`src/rtl/tg_pkg.sv`:
```
package tg_pkg;

  typedef enum logic [2:0] {
    TG_DS3_DS2 = 3'd0,
    TG_DS2_DS1 = 3'd1,
    TG_E3_E2   = 3'd2,
    TG_E2_E1   = 3'd3,
    TG_DS2_E1  = 3'd4
  } tg_mode_e;

  function automatic logic mode_known(logic [2:0] m);
    return m <= 3'd4;
  endfunction

  // length of the optional leading segment, 0 when absent
  function automatic int unsigned lead_len(logic [2:0] m);
    case (m)
      TG_E3_E2:  return 93;
      TG_E2_E1:  return 50;
      TG_DS2_E1: return 53;
      default:   return 0;
    endcase
  endfunction

  // length of each body segment, also the full final length
  function automatic int unsigned body_len(logic [2:0] m);
    case (m)
      TG_DS3_DS2: return 84;
      TG_DS2_DS1: return 48;
      TG_E3_E2:   return 95;
      TG_E2_E1:   return 52;
      TG_DS2_E1:  return 55;
      default:    return 1;
    endcase
  endfunction

  function automatic int unsigned body_cnt(logic [2:0] m);
    case (m)
      TG_DS3_DS2: return 7;
      TG_DS2_DS1: return 5;
      TG_E3_E2:   return 2;
      TG_E2_E1:   return 2;
      TG_DS2_E1:  return 3;
      default:    return 0;
    endcase
  endfunction

  function automatic int unsigned seg_count(logic [2:0] m);
    return ((lead_len(m) != 0) ? 1 : 0) + body_cnt(m) + 1;
  endfunction

  function automatic int unsigned seg_len(logic [2:0] m, int unsigned idx, logic full);
    if (idx == seg_count(m) - 1)
      return body_len(m) - (full ? 0 : 1);
    else if (lead_len(m) != 0 && idx == 0)
      return lead_len(m);
    else
      return body_len(m);
  endfunction

endpackage

```
`src/rtl/tg_seg_ctrl.sv`:
```
module tg_seg_ctrl #(
  parameter int SEG_W = 4
) (
  input  logic             clk,
  input  logic             rst_n,
  input  logic             fs,
  input  logic             start_ok,
  input  logic             adv,
  input  logic             per_last,
  input  logic             is_final,
  input  logic             stuff_take,
  input  logic             stuff_in,
  output logic             run,
  output logic             gap,
  output logic [SEG_W-1:0] seg_idx,
  output logic             stuff_q
);

  always_ff @(posedge clk) begin
    if (!rst_n) begin
      run     <= 1'b0;
      gap     <= 1'b0;
      seg_idx <= '0;
      stuff_q <= 1'b1;
    end else if (fs) begin
      run     <= start_ok;
      gap     <= 1'b0;
      seg_idx <= '0;
    end else if (adv) begin
      if (stuff_take)
        stuff_q <= stuff_in;
      if (gap) begin
        gap <= 1'b0;
      end else if (per_last) begin
        if (is_final) begin
          run <= 1'b0;
        end else begin
          seg_idx <= seg_idx + SEG_W'(1);
          gap     <= 1'b1;
        end
      end
    end
  end

endmodule

```
`src/rtl/tg_period_cnt.sv`:
```
module tg_period_cnt #(
  parameter int PER_W = 7
) (
  input  logic             clk,
  input  logic             rst_n,
  input  logic             fs,
  input  logic             step,
  input  logic             wrap,
  output logic [PER_W-1:0] per_cnt
);

  always_ff @(posedge clk) begin
    if (!rst_n)
      per_cnt <= '0;
    else if (fs)
      per_cnt <= '0;
    else if (step)
      per_cnt <= wrap ? '0 : per_cnt + PER_W'(1);
  end

endmodule

```
`src/rtl/tg_tally.sv`:
```
module tg_tally #(
  parameter int CNT_W = 10
) (
  input  logic             clk,
  input  logic             rst_n,
  input  logic             fs,
  input  logic             step,
  input  logic             close,
  output logic [CNT_W-1:0] total
);

  logic [CNT_W-1:0] cnt;
  logic [CNT_W-1:0] cnt_nx;

  assign cnt_nx = cnt + CNT_W'(1);

  always_ff @(posedge clk) begin
    if (!rst_n) begin
      cnt   <= '0;
      total <= '0;
    end else begin
      if (fs)
        cnt <= '0;
      else if (step)
        cnt <= cnt_nx;
      if (close && !fs)
        total <= cnt_nx;
    end
  end

endmodule

```
`src/rtl/trib_gate_gen.sv`:
```
module trib_gate_gen
  import tg_pkg::*;
#(
  parameter int PER_W = 7,
  parameter int SEG_W = 4,
  parameter int CNT_W = 10
) (
  input  logic             clk,
  input  logic             rst_n,
  input  logic             frame_start_i,
  input  logic             valid_i,
  input  logic             stuff_data_i,
  input  logic [2:0]       mode_i,
  output logic             en_o,
  output logic             frame_done_o,
  output logic [CNT_W-1:0] frame_total_o
);

  logic             run_w;
  logic             gap_w;
  logic [SEG_W-1:0] seg_w;
  logic             stuff_q;
  logic [PER_W-1:0] per_w;

  logic             adv_w;
  logic             is_final_w;
  logic             stuff_eff_w;
  logic             stuff_take_w;
  logic [PER_W-1:0] last_idx_w;
  logic             per_last_w;

  assign adv_w        = valid_i & run_w & ~frame_start_i;
  assign en_o         = adv_w & ~gap_w;
  assign is_final_w   = (seg_w == SEG_W'(seg_count(mode_i) - 1));
  assign stuff_take_w = en_o & is_final_w & (per_w == '0);
  assign stuff_eff_w  = (is_final_w && per_w == '0) ? stuff_data_i : stuff_q;
  assign last_idx_w   = PER_W'(seg_len(mode_i, int'(seg_w), stuff_eff_w) - 1);
  assign per_last_w   = en_o & (per_w == last_idx_w);
  assign frame_done_o = per_last_w & is_final_w;

  tg_seg_ctrl #(.SEG_W(SEG_W)) u_seg (
    .clk       (clk),
    .rst_n     (rst_n),
    .fs        (frame_start_i),
    .start_ok  (mode_known(mode_i)),
    .adv       (adv_w),
    .per_last  (per_last_w),
    .is_final  (is_final_w),
    .stuff_take(stuff_take_w),
    .stuff_in  (stuff_data_i),
    .run       (run_w),
    .gap       (gap_w),
    .seg_idx   (seg_w),
    .stuff_q   (stuff_q)
  );

  tg_period_cnt #(.PER_W(PER_W)) u_per (
    .clk    (clk),
    .rst_n  (rst_n),
    .fs     (frame_start_i),
    .step   (en_o),
    .wrap   (per_last_w),
    .per_cnt(per_w)
  );

  tg_tally #(.CNT_W(CNT_W)) u_tally (
    .clk  (clk),
    .rst_n(rst_n),
    .fs   (frame_start_i),
    .step (en_o),
    .close(frame_done_o),
    .total(frame_total_o)
  );

endmodule

```
`config.mk`:
```
export PLATFORM = sky130hd
export DESIGN_NAME = trib_gate_gen
export DESIGN_NICKNAME = d
export VERILOG_FILES = /design/src/rtl/tg_pkg.sv /design/src/rtl/tg_seg_ctrl.sv /design/src/rtl/tg_period_cnt.sv /design/src/rtl/tg_tally.sv /design/src/rtl/trib_gate_gen.sv
export SDC_FILE = /design/constraint.sdc
export NUM_CORES = 1
export LEC_CHECK = 0
export ABC_AREA = 0
export BUFFER_PORTS_ARGS = -buffer_cell sky130_fd_sc_hd__buf_2
export CORE_MARGIN = 3
export CORE_UTILIZATION = 35
export DETAILED_ROUTE_END_ITERATION = 8
export GPL_TIMING_DRIVEN = 1
export RECOVER_POWER = 100
export SLEW_MARGIN = 20
export SYNTH_ARGS = -nofsm -noshare
export SYNTH_HDL_FRONTEND = slang
export SYNTH_SLANG_ARGS = --single-unit
```
`constraint.sdc`:
```
create_clock -name clk -period 9.69 [get_ports clk]
set_clock_uncertainty 0.05 [all_clocks]
set_input_delay 0.4845 -clock clk [delete_from_list [all_inputs] [get_ports clk]]
set_output_delay 0.4845 -clock clk [all_outputs]
set_load 0.05 [all_outputs]
```
### After elaboration in Yosys (flattened, before gate mapping)

Cells that the tools add are included.
Widths: inputs -> output; s select.

| storage, ports and cells | value |
|---|---|
| register bits after elaboration | 34 |
| input bits | 8 |
| output and inout bits | 12 |

| cells by class | value |
|---|---|
| add/subtract/negate cells | 8 |
| order comparisons | 1 |
| eq/ne operators | 8 |
| mux-type cells | 19 |
| bitwise logic cells | 11 |
| reduce and logical (&&, ||, !) cells | 17 |

Operators with widths:

| cell | count |
|---|---|
| $reduce_bool 32->1 | 2 |
| $pmux 7 s5 | 1 |
| $add 1x32->32 | 1 |
| $add 32x1->32 const B | 1 |
| $eq 4x32->1 | 1 |
| $mux 32 | 1 |
| $sub 32x1->32 const B | 1 |
| $mux 7 | 4 |
| $pmux 7 s3 | 1 |
| $pmux 3 s4 | 1 |
| $mux 1 | 11 |
| $add 10x1->10 const B | 1 |
| $reduce_and 4->1 | 2 |
| $add 7x1->7 const B | 1 |
| $and 1x1->1 | 7 |
| $eq 7x7->1 | 1 |
| $logic_not 7->1 | 1 |
| $sub 7x1->7 | 1 |
| $sub 7x1->7 const B | 1 |
| $eq 3x2->1 const B | 2 |
| $reduce_bool 2->1 | 3 |
| $add 4x1->4 const B | 1 |
| $eq 4x4->1 | 1 |
| $logic_not 4->1 | 1 |
| 10 further kinds | 16 |

### Depth between registers and ports, before layout

Gate-level depths: netlist of the first run.

| depth | value |
|---|---|
| word-level depth | 20 |
| gate-level depth with buffers | 26 |
| depth with buffers taken out | 23 |

### By module

From an unflattened synthesis of the first run, not the netlist that was laid out.

| unflattened totals | value |
|---|---|
| cell total of the unflattened synthesis | 273 |
| area, all modules | 2,312.2 um^2 |

Modules (own cells, without submodules):

| module | instances | cells each | area each (um^2) |
|---|---|---|---|
| tg_tally | 1 | 106 | 934.6 |
| trib_gate_gen | 1 | 100 | 743.2 |
| tg_period_cnt | 1 | 35 | 330.3 |
| tg_seg_ctrl | 1 | 32 | 304.0 |

### Worst setup path after synthesis of the first run

No wires, ideal clock.

| path | value |
|---|---|
| path kind | input port to output port |
| start | input port mode_i[0] |
| end | output port frame_done_o |
| arrival | 4.716 ns |
| path slack | 4.439 ns |
| stages on the path | 24 |
| path buffers | 4 |
| path through | buf_2 -> nor2_1 -> nand2_1 -> nand2_1 -> ha_1 -> ha_1 -> xor2_1 -> nor2_1 -> and3_1 -> buf_2 -> clkbuf_1 -> nand4b_1 -> mux2i_1 -> ha_1 -> ha_1 -> nor2_1 -> a21oi_1 -> ha_1 -> nor2b_1 -> a32oi_1 -> or4_1 -> o211ai_2 -> and4_1 -> buf_4 |

| between the ends | value |
|---|---|
| longest elaborated chain between the ends | 17 |
| elaborated cells on any way between the ends | 30 |
| those cells by class | 5 x add/sub; 7 x eq/ne; 10 x mux; 2 x bitwise; 6 x reduce/logical |

Ends and longest elaborated chain:

| element | line | text |
|---|---|---|
| from (decl) | trib_gate_gen.sv:13 | `input logic [2:0] mode_i,` |
| $eq 3x3->1 or $eq 3x2->1 (tied branches) | tg_pkg.sv:17, tg_pkg.sv:27, tg_pkg.sv:38 |  |
| $pmux 7 s3 | tg_pkg.sv:17 | `case (m)` |
| $reduce_bool 32->1 | tg_pkg.sv:49 | `return ((lead_len(m) != 0) ? 1 : 0) + body_cnt(m) + 1;` |
| $mux 1 | tg_pkg.sv:49 |  |
| $add 1x32->32 | tg_pkg.sv:49 |  |
| $add 32x1->32 | tg_pkg.sv:49 |  |
| $sub 32x1->32 | tg_pkg.sv:53 | `if (idx == seg_count(m) - 1)` |
| $eq 4x4->1 | trib_gate_gen.sv:34 | `assign is_final_w = (seg_w == SEG_W'(seg_count(mode_i) - 1));` |
| $logic_and 1x1->1 | trib_gate_gen.sv:36 | `assign stuff_eff_w = (is_final_w && per_w == '0) ? stuff_data_i : stuff_q;` |
| $mux 1 | trib_gate_gen.sv:36 |  |
| $mux 1 | tg_pkg.sv:54 | `return body_len(m) - (full ? 0 : 1);` |
| $sub 7x1->7 | tg_pkg.sv:54 |  |
| $mux 7 | tg_pkg.sv:53 |  |
| $sub 7x1->7 | trib_gate_gen.sv:37 | `assign last_idx_w = PER_W'(seg_len(mode_i, int'(seg_w), stuff_eff_w) - 1);` |
| $eq 7x7->1 | trib_gate_gen.sv:38 | `assign per_last_w = en_o & (per_w == last_idx_w);` |
| $and 1x1->1 | trib_gate_gen.sv:38 |  |
| $and 1x1->1 * | trib_gate_gen.sv:39 | `assign frame_done_o = per_last_w & is_final_w;` |
| to (decl) | trib_gate_gen.sv:15 | `output logic frame_done_o,` |

Mark *: on every way between the ends. The rest lies on a longest branch, timed or not. The select of a mux whose other input is x is not followed.

### Worst setup path in the final report of the first run

| path | value |
|---|---|
| start | input port mode_i[2] |
| end | output port frame_done_o |

Same word-level chain as after synthesis.

==> results.md, run 1 <==
- Final period util: around 70%
- DRT Wirelength: 4890 µm
- Post-synth EDFFs: 0
- Register area share after synthesis: 30.2%
- Row Count: 28
- Gr usage total: 13.9%
- Yosys top cell area share: 30.2%
- Via density: between 5 and 6
- Total of warnings raised by yosys: 0
- Worst slew margin: between 50% and 60%
- Fill cells: about 660
- Synth area leaders: dfxtp_1 30%, xor2_1 7.4%, ha_1 5.5%
- Sequential cell fraction of total power: around two fifths
- Vias in the first global route: 1779
- Slew Viols, Final: 0
- Post-route cell area: 2490 µm²
- Clock sink count: 34
- Setup violations, final: 0
- Most common cell in the synthesized netlist: dfxtp_1
- Core area: 6100 µm²
- Asr flop ratio synth: 0%
- Clock slew seen by the registers of the worst setup and hold paths: 0.07 ns
- Distinct cell type count after synthesis: 42
- # DRC: 0
- Post-route ant nets: 0
- Die W: 86.3 µm
- Synthesized flop and latch total: 34
- CP max FO: 16
- Post-cts gate resize count: 0
- Num CTS Buffers: 5
- Sw Pwr: approximately 0.000083 W
- MaxCap Viol Count: 0
- Largest net degree at the start of global routing: 17
- TNS Setup: 0 ns
- Pwr dens: 141 nW/µm²
- Max frequency: 0.149 GHz
- Flop-to-flop setup slack: 4.63 ns
- Syn Nets: 299
- Port Buffers: 19
- Combinational Power Share: 13.7%
- Fin nets: 311
- Post-layout minimum cycle time: ~6.7 ns
- CTS root buffer: clkbuf_8
- Skew-Pair Late Insertion Delay: 0.29 ns
- Share of cells above drive strength 1: 6.46%
- Gr ovfl total: 0
- Startpoint types: primary input
- CP Data Required Time: 9.16 ns
- HP Class: in2reg
- Peak VDD IR: between 0.0001 and 0.00015 V
- Crit end category: output port
- Syn Area/Cell: 8.03 µm²
- Actual slew at the worst max-slew pin: 0.714 ns
- Global-route wire length before repair: 8280 µm
- Chip height: 86.3 µm
- Kind of critical path: in2out
- Starting Density: 37.0%
- Hold Fails Final Rpt: 0
- DIE AREA: 7450 µm²
- ANT cells: 0
- Post-synth top cells: 34 x dfxtp_1, 26 x nand2_1, 26 x nor2_1, 19 x a21oi_1, 19 x xor2_1
- Clock Tree Buf Depth: 2
- Top-Level Pins: 20
- Yosys top cell by area: dfxtp_1
- H-tree depth: 2
- WL/cell: 13.3 µm
- Clock share of power: 46.3%
- Vias: 1975
- Crit path DAT: slightly above 6 ns
- Sw Share: around a quarter
- Post-Synthesis Cells: 281
- Ys flop type: dfxtp_1
- CTS Hold Buffers Added: 0
- CTS tree: done
- Initial DRC count: 94
- First-pass DRT Iterations: 4
- Int Pwr: 0.000268 W
- Post-DP Area: 2380 µm²
- Initial antenna violation count: 0
- Status: finished, final reports clean
- Postcts setup bufs: 0
- Synth Cell Area: 2260 µm²
- Layout area overhead: 10.6%
- Routability cong.: approximately 0.79
- DPL Wire Length: about 3600 µm
- Pleak: 0.911 nW
- Unrepaired setup endpoints after global routing: no
[cell families (layout without fill, tap and decap cells)]
logic type	count (synthesis)	count (layout)	share of synthesized area, %
AND/OR/NAND/NOR	117	117	27.5
AO/OA/AOI/OAI	49	49	12.8
XOR/XNOR	34	34	13.5
flip-flops	34	34	30.2
buffers and inverters	24	37	4.55
multiplexers	13	13	5.93
adder cells (fa/ha/maj)	10	10	5.55
[stage by stage]
stage               hold slack (ns)  utilization, %  std cells  setup WS [ns]  total power, W
CTS                           0.400            41.4        369           3.43        0.000355
global route                  0.410            40.9        369           2.51        0.000364
detailed placement            0.421            39.0        361           3.44        0.000192
floorplan                     0.399               -        281           4.44        0.000183
global placement              0.409            39.0        361           3.58        0.000192
finish                        0.398            40.9        369           3.00        0.000351
[power groups by stage]
stage	combinational (W)	sequential, W	clock, W
global placement	0.0000485	0.000144	0
detailed placement	0.0000487	0.000144	0
floorplan	0.0000394	0.000144	0
finish	0.0000480	0.000140	0.000163
global route	0.0000544	0.000140	0.000169
CTS	0.0000489	0.000140	0.000166
[routing by layer]
metal	track usage, %	vias up	wire [µm]
li1	-	1005	-
met1	19.9	934	2560
met2	20.7	30	2110
met3	3.23	6	165
met4	4.39	0	53
met5	0	-	0
[placed cells by master, fill, tap and decap left out, drive strengths merged]
cell,n
buf,6
o21ai,13
nand4b,2
and4,1
or2,2
xor2,19
o31ai,2
bufinv,2
ha,10
or4,3
inv,10
nor3b,1
a31oi,4
o22ai,2
or3,9
nand2,26
a21boi,3
and2,2
mux2i,13
nor3,2
nand3,10
nor4b,1
xnor2,15
a211oi,1
o211ai,3
nor4,3
nand4,6
nand3b,5
nor2,26
and3,3
a2bb2oi,1
nand2b,2
a21oi,19
clkbuf,19
a32oi,1
dfxtp,34
nor2b,13
[critical path, cell delays in order]
cell	delay, ns
clkbuf_1	0.43
nand2b_1	0.25
nand2_1	0.08
ha_1	0.20
ha_1	0.30
xor2_1	0.14
nor2_1	0.21
and3_1	0.52
nand4b_1	0.25
mux2i_1	0.17
ha_1	0.26
ha_1	0.36
nor2_1	0.06
a21oi_1	0.14
ha_1	0.24
nor2b_1	0.15
a32oi_1	0.08
or4_1	0.53
o211ai_1	0.14
and4_1	0.63
clkbuf_1	0.53
[final timing paths]
kind,start,to,depth (start not counted)
hold reg to reg,u_tally.cnt[1],u_tally.cnt[1],2
setup / recovery,mode_i[2],frame_done_o,21
setup reg to reg,u_seg.seg_idx[2],u_seg.seg_idx[3],17
hold / removal,stuff_data_i,u_seg.stuff_q,3
[area by class of cell]
| type | instances | area [µm²] | share of cell area, % |
|---|---|---|---|
| multi-input cells | 223 | 1460 | 58.6 |
| clock buffers | 6 | 82.6 | 3.31 |
| clock inverters | 2 | 60.1 | 2.41 |
| inverters | 10 | 37.5 | 1.50 |
| well taps | 75 | 93.8 | 3.76 |
| repair buffers | 19 | 78.8 | 3.16 |
| flip-flops and latches | 34 | 681 | 27.3 |
[registers in the layout, summed over array words and instances (netlist names)]
signal         count
u_seg.stuff_q      1
u_tally.total     10
u_seg.gap          1
u_per.per_cnt      7
u_seg.seg_idx      4
u_seg.run          1
u_tally.cnt       10
No activity file was read; power rests on OpenSTA's default activity.
==> run 2, diff against run 1 <==
==> constraint.sdc (replaced) <==
create_clock -name clk -period 6.8 [get_ports clk]
set_clock_uncertainty 0.05 [all_clocks]
set_input_delay 0.34 -clock clk [delete_from_list [all_inputs] [get_ports clk]]
set_output_delay 0.34 -clock clk [all_outputs]
set_load 0.05 [all_outputs]
==> results.md, run 2 (same netlist as run 1, synthesis figures left out) <==
- Starting Density: 37.0% (unchanged)
- Post-layout minimum cycle time: 5.91 ns
- Tot Pwr: 0.000450 W (+28%)
- Reg2reg start: u_seg.seg_idx[2]
- Vias: 1949 (-1.3%)
- Startpoint types: primary input
- Hold Path End: u_seg.stuff_q
- Hold Fails Final Rpt: 0 (unchanged)
- CP top delay family: simple AND/OR/NAND/NOR gates
- CP Data Required Time: 6.41 ns (-2.75 ns)
- Commonest non-fill, non-tap cells in the layout: 34 x dfxtp_1, 26 x nand2_1, 26 x nor2_1
- CP Buf/Inv Count: 3 (+1)
- Clock slew seen by the registers of the worst setup and hold paths: 0.07 ns (about the same)
- HP Class: in2reg
- Fin nets: 312 (+0.32%)
- H-tree depth: 2 (unchanged)
- CP max FO: 16 (unchanged)
- Clock Tree Buf Depth: 2 (unchanged)
- First-pass DRT Iterations: 4 (unchanged)
- Pleak: 0.912 nW (about the same)
- Setup violations, final: 0 (unchanged)
- Worst path cell trace: buf_2 > mux2i_1 > ha_1 > xor2_1 > nor2_1 > and3_1 > nand4b_1 > mux2i_1 > ha_1 > ha_1 > nor2_1 > a21oi_1 > ha_1 > nor2b_1 > a32oi_1 > or4_1 > o211ai_1 > and4_1 > buf_4 > buf_2
- Chip height: 86.3 µm (unchanged)
- CP peak stage delay: 0.60 ns (-0.03 ns)
- Min-delay src: stuff_data_i
- Largest net degree at the start of global routing: 17 (unchanged)
- Slew Viols, Final: 0 (unchanged)
- Clock sink count: 34 (unchanged)
- Layout area overhead: 9.37%
- R2r endpoint: u_seg.seg_idx[3]
- CP dominant cell by count: ha_1
- Kind of critical path: in2out
- Share of cells above drive strength 1: 7.12% (+0.66 points)
- Unrepaired setup endpoints after global routing: no
- Most common cell after layout, fill and taps aside: dfxtp_1
- TNS Setup: 0 ns (unchanged)
- CTS tree: done
- CTS Hold Buffers Added: 0 (unchanged)
- Post-cts gate resize count: 0 (unchanged)
- Post-route ant nets: 0 (unchanged)
- Initial DRC count: 85 (-9.6%)
- Top flop regs: u_tally.cnt (10), u_tally.total (10), u_per.per_cnt (7)
- Status: finished, final reports clean
- Global-route wire length before repair: 8220 µm (-0.68%)
- Max frequency: 0.169 GHz
- Via density: 5.27 (-1.6%)
- Vias in the first global route: 1757 (-1.2%)
- Slowest CP cell: mux2i_1
- Top-Level Pins: 20 (unchanged)
- ANT cells: 0 (unchanged)
- WL/cell: 13.1 µm (-1.3%)
- Initial antenna violation count: 0 (unchanged)
- Crit path DAT: 5.52 ns (-0.64 ns)
- # DRC: 0 (unchanged)
- Post-DP Area: 2390 µm² (+0.32%)
- Post-route cell area: 2470 µm² (-1.1%)
- Port Buffers: 19 (unchanged)
- DRT Wirelength: 4840 µm (-1.0%)
- Gr ovfl total: 0 (unchanged)
- Flop-to-flop setup slack: 1.84 ns (-2.79 ns)
- Num CTS Buffers: 5 (unchanged)
- Core area: 6100 µm² (unchanged)
- DIE AREA: 7450 µm² (unchanged)
- Actual slew at the worst max-slew pin: 0.716 ns (+0.00261 ns)
- CTS root buffer: clkbuf_8
- Hold Path Depth: 3 (unchanged)
- Peak VDD IR: 0.0000998 V (-5.5%)
- MaxCap Viol Count: 0 (unchanged)
- Skew-Pair Late Insertion Delay: 0.28 ns (about the same)
- Routability cong.: 0.838 (+6.1%)
- Crit end category: output port
- Die W: 86.3 µm (unchanged)
- Core Util, Final: 40.5% (-0.45 points)
- R2r worst-path depth: 17 (unchanged)
- Fill cells: 661 (+0.46%)
- Worst slew margin: 51.7% (-0.18 points)
- Row Count: 28 (unchanged)
- Final period util: 86.9%
- Pwr dens: 182 nW/µm² (+30%)
- DPL Wire Length: 3590 µm (-0.35%)
- Gr usage total: 13.6% (-0.33 points)
- Postcts setup bufs: 0 (unchanged)
## run 2: cell count changes in the layout (fill, tap and decap cells not counted), sizes merged
| cell | change |
|---|---|
| clkinv | +2 |
| buf | +3 |
| clkbuf | -3 |
| bufinv | -1 |
## run 2: worst max path at each step
stage | start | endpoint | slack (ns) | cells past startpoint
CTS | mode_i[2] | frame_done_o | 1.08 | 22
global route | mode_i[1] | frame_done_o | 0.43 | 20
global placement | mode_i[2] | u_seg.seg_idx[3] | 1.16 | 22
detailed placement | mode_i[2] | u_seg.seg_idx[3] | 1.02 | 22
finish | mode_i[1] | frame_done_o | 0.89 | 20
floorplan | mode_i[0] | u_tally.total[2] | 1.80 | 26
## run 2: per-layer routing
metal,wire length [µm],global-route usage (%),vias to the layer above,part of all wire (%)
met4,31,3.68,0,0.64
li1,-,-,1003,-
met1,2550,19.3,908,53
met3,185,3.23,4,3.8
met5,0,0,-,0
met2,2080,20.6,34,43
## run 2: power breakdown
| group | internal [W] | switching (W) |
|---|---|---|
| sequential | 0.000200 | 0.000000543 |
| clock | 0.000108 | 0.0000735 |
| combinational | 0.0000255 | 0.0000427 |
| total | 0.000333 | 0.000117 |
## run 2: cell type report
cell class | instances | area [µm²] | area share, %
tap | 75 | 93.8 | 3.80
multi-input combinational | 223 | 1460 | 59.1
inverter | 10 | 37.5 | 1.52
timing repair buffer | 20 | 88.8 | 3.60
sequential | 34 | 681 | 27.6
clock inverter | 3 | 40.0 | 1.62
clock buffer | 5 | 68.8 | 2.79
## run 2: worst min-delay path, cell delays in order
cell and delay, ns:
buf_2 0.11, nand2_1 0.05, nand3_1 0.07
## run 2: stage by stage
| stage | hold slack [ns] | setup WS, ns | instances |
|---|---|---|---|
| 6_report | 0.264 | 0.888 | 370 |
| 5_1_grt | 0.271 | 0.433 | 370 |
| 4_1_cts | 0.251 | 1.08 | 370 |
| 3_5_place_dp | 0.421 | 1.02 | 362 |
| 3_3_place_gp | 0.406 | 1.16 | 362 |
| 2_1_floorplan | 0.399 | 1.80 | 281 |
